===== src/rtl/pll_tune_pkg.sv =====
package pll_tune_pkg;

    localparam int DIV_W     = 16;
    localparam int NBYTES    = 5;
    localparam int IDX_W     = 3;
    localparam int BIT_W     = 4;

    typedef enum logic [1:0] {
        PH_IDLE  = 2'd0,
        PH_START = 2'd1,
        PH_BITS  = 2'd2,
        PH_STOP  = 2'd3
    } xfer_st_e;

    typedef struct packed {
        xfer_st_e          st;
        logic [1:0]        qtr;
        logic [BIT_W-1:0]  bitn;
        logic [IDX_W-1:0]  byten;
        logic [DIV_W-1:0]  div;
        logic [7:0]        sh;
        logic              nack;
        logic              busy;
        logic              done;
        logic              err;
    } tune_state_t;

endpackage


===== src/rtl/pt_quarter_tick.sv =====
module pt_quarter_tick #(
    parameter int QDIV = 4
) (
    input  logic clk,
    input  logic rst_n,
    input  logic run,
    output logic tick
);
    localparam int CW = (QDIV > 1) ? $clog2(QDIV) : 1;
    localparam logic [CW-1:0] LAST = CW'(QDIV - 1);

    logic [CW-1:0] cnt_d, cnt_q;

    always_comb begin
        cnt_d = cnt_q;
        if (!run || cnt_q == LAST) cnt_d = '0;
        else                       cnt_d = cnt_q + 1'b1;
    end

    always_ff @(posedge clk) begin
        if (!rst_n) cnt_q <= '0;
        else        cnt_q <= cnt_d;
    end

    assign tick = run && (cnt_q == LAST);
endmodule


===== src/rtl/pt_divider_calc.sv =====
module pt_divider_calc #(
    parameter int DIV_W    = 16,
    parameter int IF_STEPS = 3836
) (
    input  logic [DIV_W-1:0] code,
    output logic [DIV_W-1:0] div,
    output logic             ovf
);
    logic [DIV_W:0] sum;

    assign sum = {1'b0, code} + (DIV_W+1)'(IF_STEPS);
    assign div = sum[DIV_W-1:0];
    assign ovf = sum[DIV_W];
endmodule


===== src/rtl/pt_frame_mux.sv =====
module pt_frame_mux #(
    parameter int         DIV_W    = 16,
    parameter int         IDX_W    = 3,
    parameter logic [6:0] DEV_ADDR = 7'h61,
    parameter logic [7:0] CTRL_A   = 8'h8E,
    parameter logic [7:0] CTRL_B   = 8'hF0
) (
    input  logic [IDX_W-1:0] idx,
    input  logic [DIV_W-1:0] div,
    output logic [7:0]       byte_o
);
    always_comb begin
        case (idx)
            IDX_W'(0): byte_o = {DEV_ADDR, 1'b0};
            IDX_W'(1): byte_o = div[DIV_W-1 -: 8];
            IDX_W'(2): byte_o = div[7:0];
            IDX_W'(3): byte_o = CTRL_A;
            default:   byte_o = CTRL_B;
        endcase
    end
endmodule


===== src/rtl/pll_tune_ctrl.sv =====
module pll_tune_ctrl
    import pll_tune_pkg::*;
#(
    parameter int         IF_STEPS = 3836,
    parameter int         QDIV     = 4,
    parameter logic [6:0] DEV_ADDR = 7'h61,
    parameter logic [7:0] CTRL_A   = 8'h8E,
    parameter logic [7:0] CTRL_B   = 8'hF0
) (
    input  logic             clk,
    input  logic             rst_n,
    input  logic             start_i,
    input  logic [DIV_W-1:0] rx_code_i,
    input  logic             sda_i,
    output logic             scl_oe_o,
    output logic             sda_oe_o,
    output logic             busy_o,
    output logic             done_o,
    output logic             err_o
);
    localparam logic [IDX_W-1:0] LAST_BYTE = IDX_W'(NBYTES - 1);
    localparam logic [BIT_W-1:0] ACK_BIT   = BIT_W'(8);

    tune_state_t       q, d;
    logic              tick;
    logic [DIV_W-1:0]  sum_div;
    logic              sum_ovf;
    logic [IDX_W-1:0]  mux_idx;
    logic [7:0]        next_byte;
    logic              scl_hi, sda_hi;

    pt_quarter_tick #(.QDIV(QDIV)) u_tick (
        .clk(clk), .rst_n(rst_n), .run(q.busy), .tick(tick)
    );

    pt_divider_calc #(.DIV_W(DIV_W), .IF_STEPS(IF_STEPS)) u_calc (
        .code(rx_code_i), .div(sum_div), .ovf(sum_ovf)
    );

    assign mux_idx = (q.st == PH_BITS) ? IDX_W'(q.byten + 1'b1) : '0;

    pt_frame_mux #(
        .DIV_W(DIV_W), .IDX_W(IDX_W), .DEV_ADDR(DEV_ADDR),
        .CTRL_A(CTRL_A), .CTRL_B(CTRL_B)
    ) u_mux (
        .idx(mux_idx), .div(q.div), .byte_o(next_byte)
    );

    always_comb begin
        d      = q;
        d.done = 1'b0;
        if (q.st == PH_IDLE) begin
            if (start_i) begin
                if (sum_ovf) begin
                    d.err  = 1'b1;
                    d.done = 1'b1;
                end else begin
                    d.st    = PH_START;
                    d.busy  = 1'b1;
                    d.err   = 1'b0;
                    d.div   = sum_div;
                    d.qtr   = '0;
                    d.bitn  = '0;
                    d.byten = '0;
                    d.nack  = 1'b0;
                end
            end
        end else if (tick) begin
            d.qtr = q.qtr + 2'd1;
            case (q.st)
                PH_START: begin
                    if (q.qtr == 2'd3) begin
                        d.st    = PH_BITS;
                        d.sh    = next_byte;
                        d.bitn  = '0;
                        d.byten = '0;
                    end
                end
                PH_BITS: begin
                    if (q.qtr == 2'd1 && q.bitn == ACK_BIT) d.nack = sda_i;
                    if (q.qtr == 2'd3) begin
                        if (q.bitn == ACK_BIT) begin
                            if (q.nack || q.byten == LAST_BYTE) begin
                                d.st  = PH_STOP;
                                d.err = q.nack;
                            end else begin
                                d.byten = q.byten + 1'b1;
                                d.sh    = next_byte;
                                d.bitn  = '0;
                            end
                        end else begin
                            d.bitn = q.bitn + 1'b1;
                            d.sh   = {q.sh[6:0], 1'b0};
                        end
                    end
                end
                PH_STOP: begin
                    if (q.qtr == 2'd3) begin
                        d.st   = PH_IDLE;
                        d.busy = 1'b0;
                        d.done = 1'b1;
                    end
                end
                default: ;
            endcase
        end
    end

    always_ff @(posedge clk) begin
        if (!rst_n) q <= '0;
        else        q <= d;
    end

    // Line levels by quarter: START drops SDA mid-high, STOP raises it mid-high.
    always_comb begin
        case (q.st)
            PH_START: begin
                scl_hi = (q.qtr != 2'd3);
                sda_hi = (q.qtr == 2'd0);
            end
            PH_BITS: begin
                scl_hi = (q.qtr == 2'd1) || (q.qtr == 2'd2);
                sda_hi = (q.bitn == ACK_BIT) ? 1'b1 : q.sh[7];
            end
            PH_STOP: begin
                scl_hi = (q.qtr != 2'd0);
                sda_hi = q.qtr[1];
            end
            default: begin
                scl_hi = 1'b1;
                sda_hi = 1'b1;
            end
        endcase
    end

    assign scl_oe_o = ~scl_hi;
    assign sda_oe_o = ~sda_hi;
    assign busy_o   = q.busy;
    assign done_o   = q.done;
    assign err_o    = q.err;
endmodule


===== config.mk =====
export PLATFORM = sky130hd
export DESIGN_NAME = pll_tune_ctrl
export DESIGN_NICKNAME = d
export VERILOG_FILES = /design/src/rtl/pll_tune_pkg.sv /design/src/rtl/pt_quarter_tick.sv /design/src/rtl/pt_divider_calc.sv /design/src/rtl/pt_frame_mux.sv /design/src/rtl/pll_tune_ctrl.sv
export SDC_FILE = /design/constraint.sdc
export NUM_CORES = 1
export LEC_CHECK = 0
export CORE_MARGIN = 5
export CORE_UTILIZATION = 30
export CTS_CLUSTER_DIAMETER = 120
export DETAILED_ROUTE_END_ITERATION = 16
export PLACE_DENSITY = 0.51
export SLEW_MARGIN = 10
export SYNTH_ARGS = -nofsm -noshare
export SYNTH_HDL_FRONTEND = slang
export SYNTH_HIERARCHICAL = 1
export SYNTH_SLANG_ARGS = --single-unit

===== constraint.sdc =====
create_clock -name clk -period 5.2 [get_ports clk]
set_input_delay 1.04 -clock clk [delete_from_list [all_inputs] [get_ports clk]]
set_output_delay 1.04 -clock clk [all_outputs]
set_load 0.005 [all_outputs]

# Word-level counts from Yosys, hierarchy flattened

Index checks and enable logic that the tools add are counted.

Mux-type cells: 39
Eq/ne operators: 25
Reductions and logical operators: 30
Add/subtract/negate cells: 5
Bitwise logic cells: 5

Operator list:

| operator               | count |
|---|---|
| $mux 27                | 2 |
| $mux 8                 | 4 |
| $pmux 8 s4             | 1 |
| $mux 11                | 2 |
| $mux 7                 | 3 |
| $reduce_bool 2->1      | 9 |
| $add 16x12->17 const B | 1 |
| $mux 2                 | 8 |
| $mux 4                 | 4 |
| $pmux 8 s2             | 1 |
| $pmux 7 s2             | 1 |
| $ne 3x3->1 const B     | 4 |
| $reduce_and 6->1       | 2 |
| $eq 2x2->1 const B     | 5 |
| $reduce_and 5->1       | 2 |
| $ne 3x1->1 const B     | 3 |
| $reduce_and 9->1       | 1 |
| $mux 1                 | 8 |
| $ne 2x2->1 const B     | 4 |
| $reduce_and 8->1       | 1 |
| $reduce_and 7->1       | 1 |
| $eq 3x2->1 const B     | 2 |
| $mux 3                 | 2 |
| $pmux 1 s3             | 2 |
| other kinds (20)       | 31 |

Bits in registers: 41
Input port bits: 20
Output and inout port bits: 5
Word-level logic and storage cells: 115

# Logic depth before layout (Yosys ltp)

Gate-level depths: netlist (run 1).

Word-level depth: 8
Mapped depth: 10
Mapped depth without buffers: 9

# Hierarchy

Netlist (run 1), hierarchy kept.

By module, submodules not included:

| module          | sequential area each (sq um) | area an instance (sq um) | cells an instance | instances |
|---|---|---|---|---|
| pll_tune_ctrl   | 780.7                        | 2064.5                   | 245               | 1 |
| pt_divider_calc | 0.0                          | 275.3                    | 38                | 1 |
| pt_frame_mux    | 0.0                          | 153.9                    | 23                | 1 |
| pt_quarter_tick | 40.0                         | 83.8                     | 6                 | 1 |

# Worst setup path after synthesis (run 1)

Ideal clock, no wire load.

Path kind: in2reg
Start: input port rx_code_i[7]
End: register q[33] (netlist name)
Data arrival time: 3020 ps
Setup slack: 2049 ps
Cell stages on the path: 7
Setup time: 130 ps
Cells stage by stage: or4_4 -> o21ai_0 -> a21oi_1 -> nand3b_1 -> a211o_1 -> o311ai_1 -> o31ai_1

Word-level cells in the longest chain between the ends: 3

RTL lines:

| item                       | line                  | RTL |
|---|---|---|
| from (decl)                | pll_tune_ctrl.sv:13   | `input logic [DIV_W-1:0] rx_code_i,` |
| $add 16x12->17             | pt_divider_calc.sv:11 | `assign sum = {1'b0, code} + (DIV_W+1)'(IF_STEPS);` |
| named net sum_ovf          | pll_tune_ctrl.sv:27   | `logic sum_ovf;` |
| $ne 2x2->1 (no line)       | n/a                   |  |
| $reduce_and 7->1 (no line) | n/a                   |  |
| to (signal assigned)       | pll_tune_ctrl.sv:110  | `if (!rst_n) q <= '0;` |
| to (signal assigned)       | pll_tune_ctrl.sv:111  | `else q <= d;` |
| to (decl)                  | pll_tune_ctrl.sv:24   | `tune_state_t q, d;` |

The timed path passes the listed nets, and every way through them passes these cells.
A chain may end at the register's enable or synchronous reset.

# Worst setup path after layout (run 1)

Start: input port rx_code_i[6]
End: register q[33] (netlist name)

Same word-level chain as after synthesis.

==> results of run 1 <==
[worst reg2reg max path, stage by stage, from the launching register on]
cell      delay (ps)
dfxtp_1          410
inv_1             80
ha_1             370
nand2b_1         290
nor4b_4          510
or2_1            450
a311oi_2         160
[cell usage in the layout (no fill, tap or decap), types with 4 or more instances in the layout]
master	count
a21oi_1	28
a311oi_2	7
buf_4	4
clkbuf_8	6
clkdlybuf4s50_1	24
dfxtp_1	41
ha_1	14
inv_1	20
mux2i_1	7
nand2_1	61
nand2b_1	5
nand3_1	14
nand3b_1	4
nor2_1	9
nor2b_1	4
nor3_1	11
o21ai_0	10
xor2_1	10
[logic make-up (layout without fill, tap and decap cells)]
group           count (synthesis)  count (layout)  synth area share (%)
mux                             7               7                  2.72
xor+xnor                       13              13                  4.42
flops                          41              41                  31.8
buf+inv                        35              56                  6.02
simple gates                  131             131                  27.2
compound gates                 71              71                  21.0
fa+ha+maj                      14              14                  6.80
[sequential cells by signal, summed over array words and instances (netlist names)]
signal        count
q                36
u_tick/cnt_q      2
busy_o            1
err_o             1
done_o            1
[report_power, final]
part / leakage, uW / internal [uW] / switching, uW
Clock: 0.0000585 / 157 / 114
Combinational: 0.000746 / 85.4 / 111
Sequential: 0.000334 / 334 / 14.9
Total: 0.00114 / 576 / 240
[final timing paths]
kind / start / to / cells after the start
min reg2reg: q[20] / q[20] / 2
max reg2reg: q[37] / q[6] / 6
min: q[20] / q[20] / 2
max: rx_code_i[6] / q[33] / 8
[cell type report]
| type | instances | area (um2) | area share, % |
|---|---|---|---|
| Multi-Input combinational cell | 236 | 1600 | 53.1 |
| Sequential cell | 41 | 821 | 27.2 |
| Timing Repair Buffer | 28 | 270 | 8.96 |
| Tap cell | 105 | 131 | 4.36 |
| Clock buffer | 7 | 86.3 | 2.86 |
| Inverter | 20 | 75.1 | 2.49 |
| Clock inverter | 1 | 30.0 | 0.996 |
[metrics by stage]
| step | instances | util [%] | setup WS [ps] | power (uW) |
|---|---|---|---|---|
| after global placement | 430 | 34.9 | 1450 | 554 |
| after CTS | 438 | 36.3 | 1740 | 828 |
| final | 438 | 36.3 | 1730 | 817 |
| after floorplan | 312 | - | 2050 | 483 |
| after detailed placement | 430 | 34.9 | 1420 | 555 |
| after global routing | 438 | 36.3 | 1540 | 864 |
[per-layer routing]
layer  routed length, um  share of wire [%]  GRT usage [%]  up-vias
li1                    -                  -              -     1135
met1                3150                 50           16.8     1037
met2                2840                 45           20.3       30
met3                 187                3.0           2.44        6
met4                  87                1.4           4.84        0
met5                   0                  0              0        -
==> summary.md, run 1 <==
| Metric | Value |
|---|---|
| Pwr/cell area | 271 mW/mm2 |
| ANT cells | 0 |
| CP max FO | 5 |
| Flops & latches, synth | 41 |
| Fin. max-slew vios | 0 |
| Share of cells above drive strength 1 | 11.1% |
| Yosys top cell area share | between 30% and 40% |
| Post-synth cell types | 57 |
| Cell type with the largest total area after synthesis | dfxtp_1 |
| Post-synth net total | 346 |
| Synthesis-to-layout area growth | 17.0% |
| Post-CTS Setup Repair Bufs | 0 |
| Peak supply drop | about 0.00016 V |
| Most common cell in the netlist | nand2_1 |
| Setup CP Type | in -> reg |
| Largest net degree at the start of global routing | 24 |
| Critical path required time | 5370 ps |
| # nets final | 366 |
| Pre-antenna DRT Iters | 4 |
| Row cnt | 33 |
| Worst Path Arrival | approximately 3700 ps |
| Period utilization | 66.8% |
| Min cycle time layout | 3470 ps |
| Root Buffer Master | clkbuf_8 |
| H-tree Lvls | 2 |
| Gr usage total | 12.6% |
| FFs w/ async S/R, synth | 0% |
| Die Wd | 103 um |
| Post-Synthesis Cell Area | 0.00258 mm2 |
| Reg2Reg Setup Slack | approximately 2800 ps |
| Slew @ Worst Pin | 654 ps |
| Hold WC Path Type | reg -> reg |
| Clock Skew | between 2 and 2.5 ps |
| Ports | 25 |
| Initial antenna violation count | 0 |
| Iteration-0 DRC count of the detailed router | 92 |
| Initial Utilization | 31.1% |
| Final Setup Violations | 0 |
| Max-cap viol count | 0 |
| Setup TNS | 0 ps |
| Die Y | roughly 100 um |
| Hold Buf Count CTS | 0 |
| Rel. slew slack | 56.3% |
| Clock latency on the worst-skew pair | around 290 ps |
| Mean Syn Cell Area | 8.26 um2 |
| Vias in the first global route | about 2,300 |
| Number of CTS-inserted buffers | 5 |
| Floorplan core area | 0.00830 mm2 |
| Fill count | 850 |
| DRC Markers | 0 |
| Detailed Place HPWL | 4660 um |
| Fin Hold WS | ~460 ps |
| Critical path endpoint category | flop |
| Resize count post-CTS | 0 |
| Via density per instance | 5.04 |
| Endpoints failing hold | 0 |
| Post-synth top cells | nand2_1, dfxtp_1, a21oi_1 |
| Cell breakdown of the critical path | clkdlybuf4s50_1 -> or4_4 -> o21ai_0 -> a21oi_1 -> nand3b_1 -> a211o_1 -> o311ai_1 -> o31ai_1 |
| Most used DFF post-synth | dfxtp_1 |
| Crit path max-delay family | compound AO/OA/AOI/OAI gates |
| RSZ-0062 raised after global routing | no |
| Top cells by area, synth | dfxtp_1, nand2_1, ha_1, a21oi_1, a311oi_2 |
| Worst-case clock buffer depth | 2 |
| CTS clk-pin slew, worst paths | 80 ps |
| CP max-delay cell | or4_4 |
| Post-DP Area | 0.00290 mm2 |
| CP bufs+invs | 1 |
| PortBufs | 24 |
| Max Freq | 0.288 GHz |
| RePlAce Congestion | 0.773 |
| Die ar. | 0.0105 mm2 |
| Avg WL per Cell | 14.3 um |
| Design area | 0.00302 mm2 |
| DRT Wirelength | 6260 um |
| Largest stage delay, worst path | about 570 ps |
| Final ANT Viol Nets | 0 |
| First-pass GRT wire length | 10,700 um |
| Synthesis warning total | 6 |
| P_leak | approximately 0.0011 uW |
| Number of enable flip-flop cells after synthesis | 0 |
| Via count | ~2,200 |
| CTS tree | done |
| Syn Inst Count | 312 |
| CP Launch Type | primary input |
| Seq/Total Area, Yosys | a little under a third |
| Clock sinks | 41 |
| Gr ovfl total | 0 |
| Outcome | finished, final reports clean |
(Power assumes the default switching activity.)
==> inputs of run 2 (changes only) <==
- PLACE_DENSITY: 0.51 -> 0.53
- clock period: 5.2 -> 2.83 ns (I/O delays scaled with it)
==> run 2 against run 1 <==
Sequential share of layout area shrank 1.4 points; power grew 87%; flip-flop and latch count is the same; cell count grew 5.0%; critical path type unchanged; register-to-register slack lost 2200 ps; combinational power grew 96%; clock power grew 83%; die area is the same; largest cell class unchanged; first-iteration DRC count shrank 16%.
==> summary.md, run 2 (synthesis gave the netlist of run 1 again) <==
| Metric | Value |
|---|---|
| Outcome | finished, final reports clean (unchanged) |
| Pre-antenna DRT Iters | 4 (unchanged) |
| Gr ovfl total | 0 (unchanged) |
| Hold Buf Count CTS | 0 (unchanged) |
| Min cycle time layout | 2690 ps |
| Die Wd | 103 um (unchanged) |
| Setup CP Type | in -> reg (unchanged) |
| CP bufs+invs | 1 (unchanged) |
| Pwr/cell area | 479 mW/mm2 (was 271 mW/mm2) |
| Largest register FFs | 36 (unchanged) |
| Via density per instance | 4.92 (was 5.04) |
| Row cnt | 33 (unchanged) |
| Cell breakdown of the critical path | clkdlybuf4s50_1 -> or4_4 -> o21ai_1 -> a21oi_1 -> nand3b_1 -> a211o_1 -> o311ai_1 -> o31ai_1 (was clkdlybuf4s50_1 -> or4_4 -> o21ai_0 -> a21oi_1 -> nand3b_1 -> a211o_1 -> o311ai_1 -> o31ai_1) |
| Critical path required time | 3000 ps (was 5370 ps) |
| Rel. slew slack | 67.8% (was 56.3%) |
| Max Freq | roughly 0.37 GHz |
| Period utilization | 95.2% |
| Commonest non-fill, non-tap cell in the layout | nand2_1 (unchanged) |
| Max-cap viol count | 0 (unchanged) |
| Most frequent cells in the layout | nand2_1, dfxtp_1, a21oi_1, buf_4, clkdlybuf4s50_1 (was nand2_1, dfxtp_1, a21oi_1, clkdlybuf4s50_1, inv_1) |
| # nets final | 388 (was 366) |
| Clock Skew | 9.30 ps (was 2.26 ps) |
| Worst-case clock buffer depth | 2 (unchanged) |
| Final Non-Filler Cells | 460 (was 438) |
| Reg with most FFs | q (unchanged) |
| Slew @ Worst Pin | 483 ps (was 654 ps) |
| Via count | 2,265 (was 2,208) |
| Detailed Place HPWL | 4850 um (was 4660 um) |
| Clock sinks | 41 (unchanged) |
| Share of cells above drive strength 1 | 16.6% (was 11.1%) |
| Endpoints failing hold | 0 (unchanged) |
| ANT cells | 0 (unchanged) |
| Fill count | 838 (was 850) |
| P_leak | 0.00125 uW (was 0.00114 uW) |
| Initial Utilization | 31.1% (unchanged) |
| Die ar. | 0.0105 mm2 (unchanged) |
| Tot Pwr | 1520 uW (was 817 uW) |
| CP max FO | 5 (unchanged) |
| DRC Markers | 0 (unchanged) |
| Vias in the first global route | 2,319 (was 2,251) |
| H-tree Lvls | 2 (unchanged) |
| Final Setup Violations | 0 (unchanged) |
| Iteration-0 DRC count of the detailed router | 77 (was 92) |
| CP Launch Type | primary input (unchanged) |
| Root Buffer Master | clkbuf_8 (unchanged) |
| Critical path endpoint category | flop (unchanged) |
| Avg WL per Cell | 13.4 um (was 14.3 um) |
| DRT Wirelength | 6150 um (was 6260 um) |
| CTS tree | done (unchanged) |
| Area used by multi-input combinational logic | 0.00160 mm2 (unchanged) |
| First-pass GRT wire length | 10,800 um (was 10,700 um) |
| Gr usage total | 12.7% (was 12.6%) |
| Largest net degree at the start of global routing | 20 (was 24) |
| Peak supply drop | 0.000240 V (was 0.000158 V) |
| Placed cell count | 452 (was 430) |
| CP max-delay cell | or4_4 (unchanged) |
| PortBufs | 24 (unchanged) |
| RSZ-0062 raised after global routing | no (unchanged) |
| Synthesis-to-layout area growth | 23.4% (was 17.0%) |
| Number of CTS-inserted buffers | 5 (unchanged) |
| Final ANT Viol Nets | 0 (unchanged) |
| Fin. max-slew vios | 0 (unchanged) |
| CTS clk-pin slew, worst paths | 80 ps (about the same) |
| Ports | 25 (unchanged) |
| Die Y | 103 um (unchanged) |
| Crit path max-delay family | compound AO/OA/AOI/OAI gates (unchanged) |
| RePlAce Congestion | 0.793 (was 0.773) |
| Hold WC Path Type | reg -> reg (unchanged) |
| Largest stage delay, worst path | 550 ps (was 570 ps) |
| Worst Path Arrival | 2860 ps (was 3650 ps) |
| Clock latency on the worst-skew pair | 300 ps (was 290 ps) |
| Top Registers | q: 36 flops, u_tick/cnt_q: 2 flops (unchanged) |
| Register Area | 821 um2 (unchanged) |
| Floorplan core area | 0.00830 mm2 (unchanged) |
| Initial antenna violation count | 0 (unchanged) |
run 2: changes by cell type in the layout (fill, tap and decap cells not counted):
cell / previous run / this run
buf_4: 4 / 26
o21ai_0: 10 / 9
o21ai_1: 0 / 1
run 2: path summary, 6_finish.rpt:
| kind | slack (ps) | depth (start not counted) | from | endpoint |
|---|---|---|---|---|
| setup reg to reg | 560 | 8 | q[37] | q[8] |
| setup / recovery | 140 | 8 | rx_code_i[7] | q[33] |
| hold / removal | 460 | 2 | q[20] | q[20] |
| hold reg to reg | 460 | 2 | q[20] | q[20] |
run 2: area by class of cell:
type	instances	share of cell area [%]
Clock buffer	7	2.71
Clock inverter	1	0.944
Inverter	20	2.36
Multi-Input combinational cell	236	50.4
Sequential cell	41	25.8
Tap cell	105	4.13
Timing Repair Buffer	50	13.7
run 2: what timing repair did:
item | CTS | global route
pin swaps | 0 | 1
resized for setup | 1 | 0
endpoints found under the setup margin | 4 | 1
buffers inserted | 0 | 0
run 2: metrics by stage:
step	setup WS [ps]	utilization (%)	setup TNS, ps	hold WS (ps)	cell area, um2
after floorplan	153	-	0	432	2580
after global placement	-257	36.9	-2320	444	3060
after detailed placement	-318	36.9	-4410	448	3060
after CTS	73.9	38.3	0	459	3180
after global routing	10.5	38.3	0	486	3180
final	136	38.3	0	459	3180
run 2: per-layer routing:
metal  wire length (um)  vias to the layer above  track usage, %
met4                 90                        0            4.24
met2               2820                       21            20.4
li1                   -                     1181               -
met3                107                        5            2.17
met1               3130                     1058            17.1
met5                  0                        -               0
run 2: where the power goes:
group | leakage, uW | switching (uW) | internal, uW
clock | 0.0000585 | 209 | 288
combinational | 0.000854 | 207 | 179
sequential | 0.000334 | 26.0 | 614
total | 0.00125 | 442 | 1080
run 2: worst min-delay path, delay by kind of cell, from the launching register on:
| family | cells | cell delay (ps) |
|---|---|---|
| AOI/OAI and AO/OA | 1 | 50 |
| and+or+nand+nor | 1 | 50 |
| DFF | 1 | 310 |
==> inputs of run 3 (changes only) <==
- CELL_PAD_IN_SITES_DETAIL_PLACEMENT: not set -> 2
- CELL_PAD_IN_SITES_GLOBAL_PLACEMENT: not set -> 2
- PLACE_DENSITY: 0.53 -> 0.78
- clock period: 2.83 -> 2.4 ns (I/O delays scaled with it)
==> run 3 against run 2 <==
Clock power fell by 7.4%; register-to-register slack got worse by 370 ps; worst setup slack worse by 79 ps.
==> summary.md, run 3 (synthesis gave the netlist of run 1 again) <==
| Metric | Value |
|---|---|
| Outcome | finished, final reports clean (unchanged) |
| Worst-case clock buffer depth | 2 (unchanged) |
| # nets final | 402 (was 388) |
| Clock latency on the worst-skew pair | 300 ps (about the same) |
| Synthesis-to-layout area growth | 30.9% (was 23.4%) |
| Max Freq | 0.427 GHz |
| Pwr/cell area | 533 mW/mm2 (was 479 mW/mm2) |
| Gr usage total | 19.0% (was 12.7%) |
| Most frequent cells in the layout | nand2_1, buf_4, dfxtp_1, a21oi_1, inv_1 (was nand2_1, dfxtp_1, a21oi_1, buf_4, clkdlybuf4s50_1) |
| Final ANT Viol Nets | 0 (unchanged) |
| Die ar. | 0.0105 mm2 (unchanged) |
| Via density per instance | 5.29 (was 4.92) |
| Floorplan core area | 0.00830 mm2 (unchanged) |
| R2r worst-path depth | 8 (unchanged) |
| Max-cap viol count | 0 (unchanged) |
| Avg WL per Cell | 20.3 um (was 13.4 um) |
| CP max FO | 4 (was 5) |
| Commonest non-fill, non-tap cell in the layout | nand2_1 (unchanged) |
| Share of cells above drive strength 1 | 25.7% (was 16.6%) |
| Ports | 25 (unchanged) |
| CTS tree | done (unchanged) |
| P_leak | 0.00135 uW (was 0.00125 uW) |
| Core Util, Final | 40.7% (was 38.3%) |
| DRT Wirelength | 9600 um (was 6150 um) |
| Detailed Place HPWL | 6580 um (was 4850 um) |
| RePlAce Congestion | 0.825 (was 0.793) |
| Clock sinks | 41 (unchanged) |
| Fin Hold WS | 476 ps (was 459 ps) |
| CP Launch Type | primary input (unchanged) |
| Initial antenna violation count | 0 (unchanged) |
| Peak supply drop | 0.000220 V (was 0.000240 V) |
| Root Buffer Master | clkbuf_8 (unchanged) |
| Final Setup Violations | 0 (unchanged) |
| H-tree Lvls | 2 (unchanged) |
| Gr ovfl total | 0 (unchanged) |
| Vias in the first global route | 2,887 (was 2,319) |
| Worst r2r src | q[37] (unchanged) |
| Die Wd | 103 um (unchanged) |
| Clock Skew | 13.0 ps (was 9.30 ps) |
| Critical path required time | 2560 ps (was 3000 ps) |
| PortBufs | 24 (unchanged) |
| Crit. Startpoint | rx_code_i[5] (was rx_code_i[7]) |
| Met1 usage | 23.1% (was 17.1%) |
| Fin. max-slew vios | 0 (unchanged) |
| Largest register FFs | 36 (unchanged) |
| Met3 Use GR | 2.64% (was 2.17%) |
| GRT busiest layer | met2 (unchanged) |
| ANT cells | 0 (unchanged) |
| Period utilization | 97.6% |
| Top Registers | q: 36 flops, u_tick/cnt_q: 2 flops (unchanged) |
| Hold WC Path Type | reg -> reg (unchanged) |
| Iteration-0 DRC count of the detailed router | 68 (was 77) |
| Number of CTS-inserted buffers | 5 (unchanged) |
| Hold Buf Count CTS | 0 (unchanged) |
| FF-to-FF End | q[6] (was q[8]) |
| Endpoints failing hold | 0 (unchanged) |
| Largest net degree at the start of global routing | 22 (was 20) |
| Initial Utilization | 31.1% (unchanged) |
| Reg with most FFs | q (unchanged) |
| First-pass GRT wire length | 15,600 um (was 10,800 um) |
| Area used by multi-input combinational logic | 0.00171 mm2 (was 0.00160 mm2) |
| Row cnt | 33 (unchanged) |
| Register Area | 831 um2 (was 821 um2) |
| Critical path endpoint category | flop (unchanged) |
| Rel. slew slack | 47.3% (was 67.8%) |
| Fill count | 922 (was 838) |
| Routing usage on met2 | 35.1% (was 20.4%) |
| Slew @ Worst Pin | 791 ps (was 483 ps) |
| Pre-antenna DRT Iters | 4 (unchanged) |
| Via count | 2,507 (was 2,265) |
| Reg2Reg Setup Slack | 190 ps (was 560 ps) |
| CTS clk-pin slew, worst paths | 80 ps (about the same) |
| DRC Markers | 0 (unchanged) |
| Worst Path Arrival | 2500 ps (was 2860 ps) |
| Die Y | 103 um (unchanged) |
| Min cycle time layout | 2340 ps |
| Setup CP Type | in -> reg (unchanged) |
| Worst setup path endpoint | q[33] (unchanged) |
==> run 3: power by group <==
part           switching [uW]  internal, uW
registers                39.6           725
logic                     324           249
clock network             258           202
==> run 3: routing by layer <==
layer,up-vias,routed length (um)
met5,-,0
met4,0,184
met3,14,141
met2,29,4970
met1,1258,4300
li1,1206,-
==> run 3: how the worst min path moves through the flow <==
stage / startpoint / to / slack (ps) / cells after the start
final: q[18] / q[18] / 480 / 2
after detailed placement: q[15] / q[15] / 460 / 2
after floorplan: q[20] / q[20] / 430 / 2
after global placement: q[4] / q[4] / 440 / 2
after CTS: q[15] / q[15] / 470 / 2
after global routing: q[18] / q[18] / 500 / 2
==> run 3: layout make-up <==
| cell class | instances | share of cell area, % |
|---|---|---|
| clock buffers | 6 | 2.15 |
| clock inverters | 2 | 0.297 |
| inverters | 20 | 2.22 |
| multi-input cells | 236 | 50.8 |
| flip-flops and latches | 41 | 24.6 |
| well taps | 105 | 3.89 |
| repair buffers | 64 | 16.0 |
==> run 3: metrics by stage <==
step / area [um2] / setup WS (ps) / setup TNS (ps) / cells / power [uW]
2_1_floorplan: 2590 / -0.812 / -2.43 / 312 / 1050
3_5_place_dp: 3150 / -490 / -7550 / 462 / 1290
4_1_cts: 3300 / 14.9 / 0 / 474 / 1770
6_report: 3370 / 57.6 / 0 / 474 / 1800
5_1_grt: 3370 / -10.8 / -10.8 / 474 / 1900
3_3_place_gp: 3150 / -370 / -5250 / 462 / 1260
==> run 3: critical path: stages <==
cell and delay [ps]:
clkdlybuf4s15_1 180, or4_4 570, o21ai_4 190, a21oi_2 70, nand3b_1 220, a211o_4 410, o311ai_4 280, o31ai_4 110
==> run 3: repair_timing <==
action	in CTS	in global routing
setup buffers	4	0
gates resized for setup	19	22
setup endpoints to repair	11	24
pin swaps	5	8
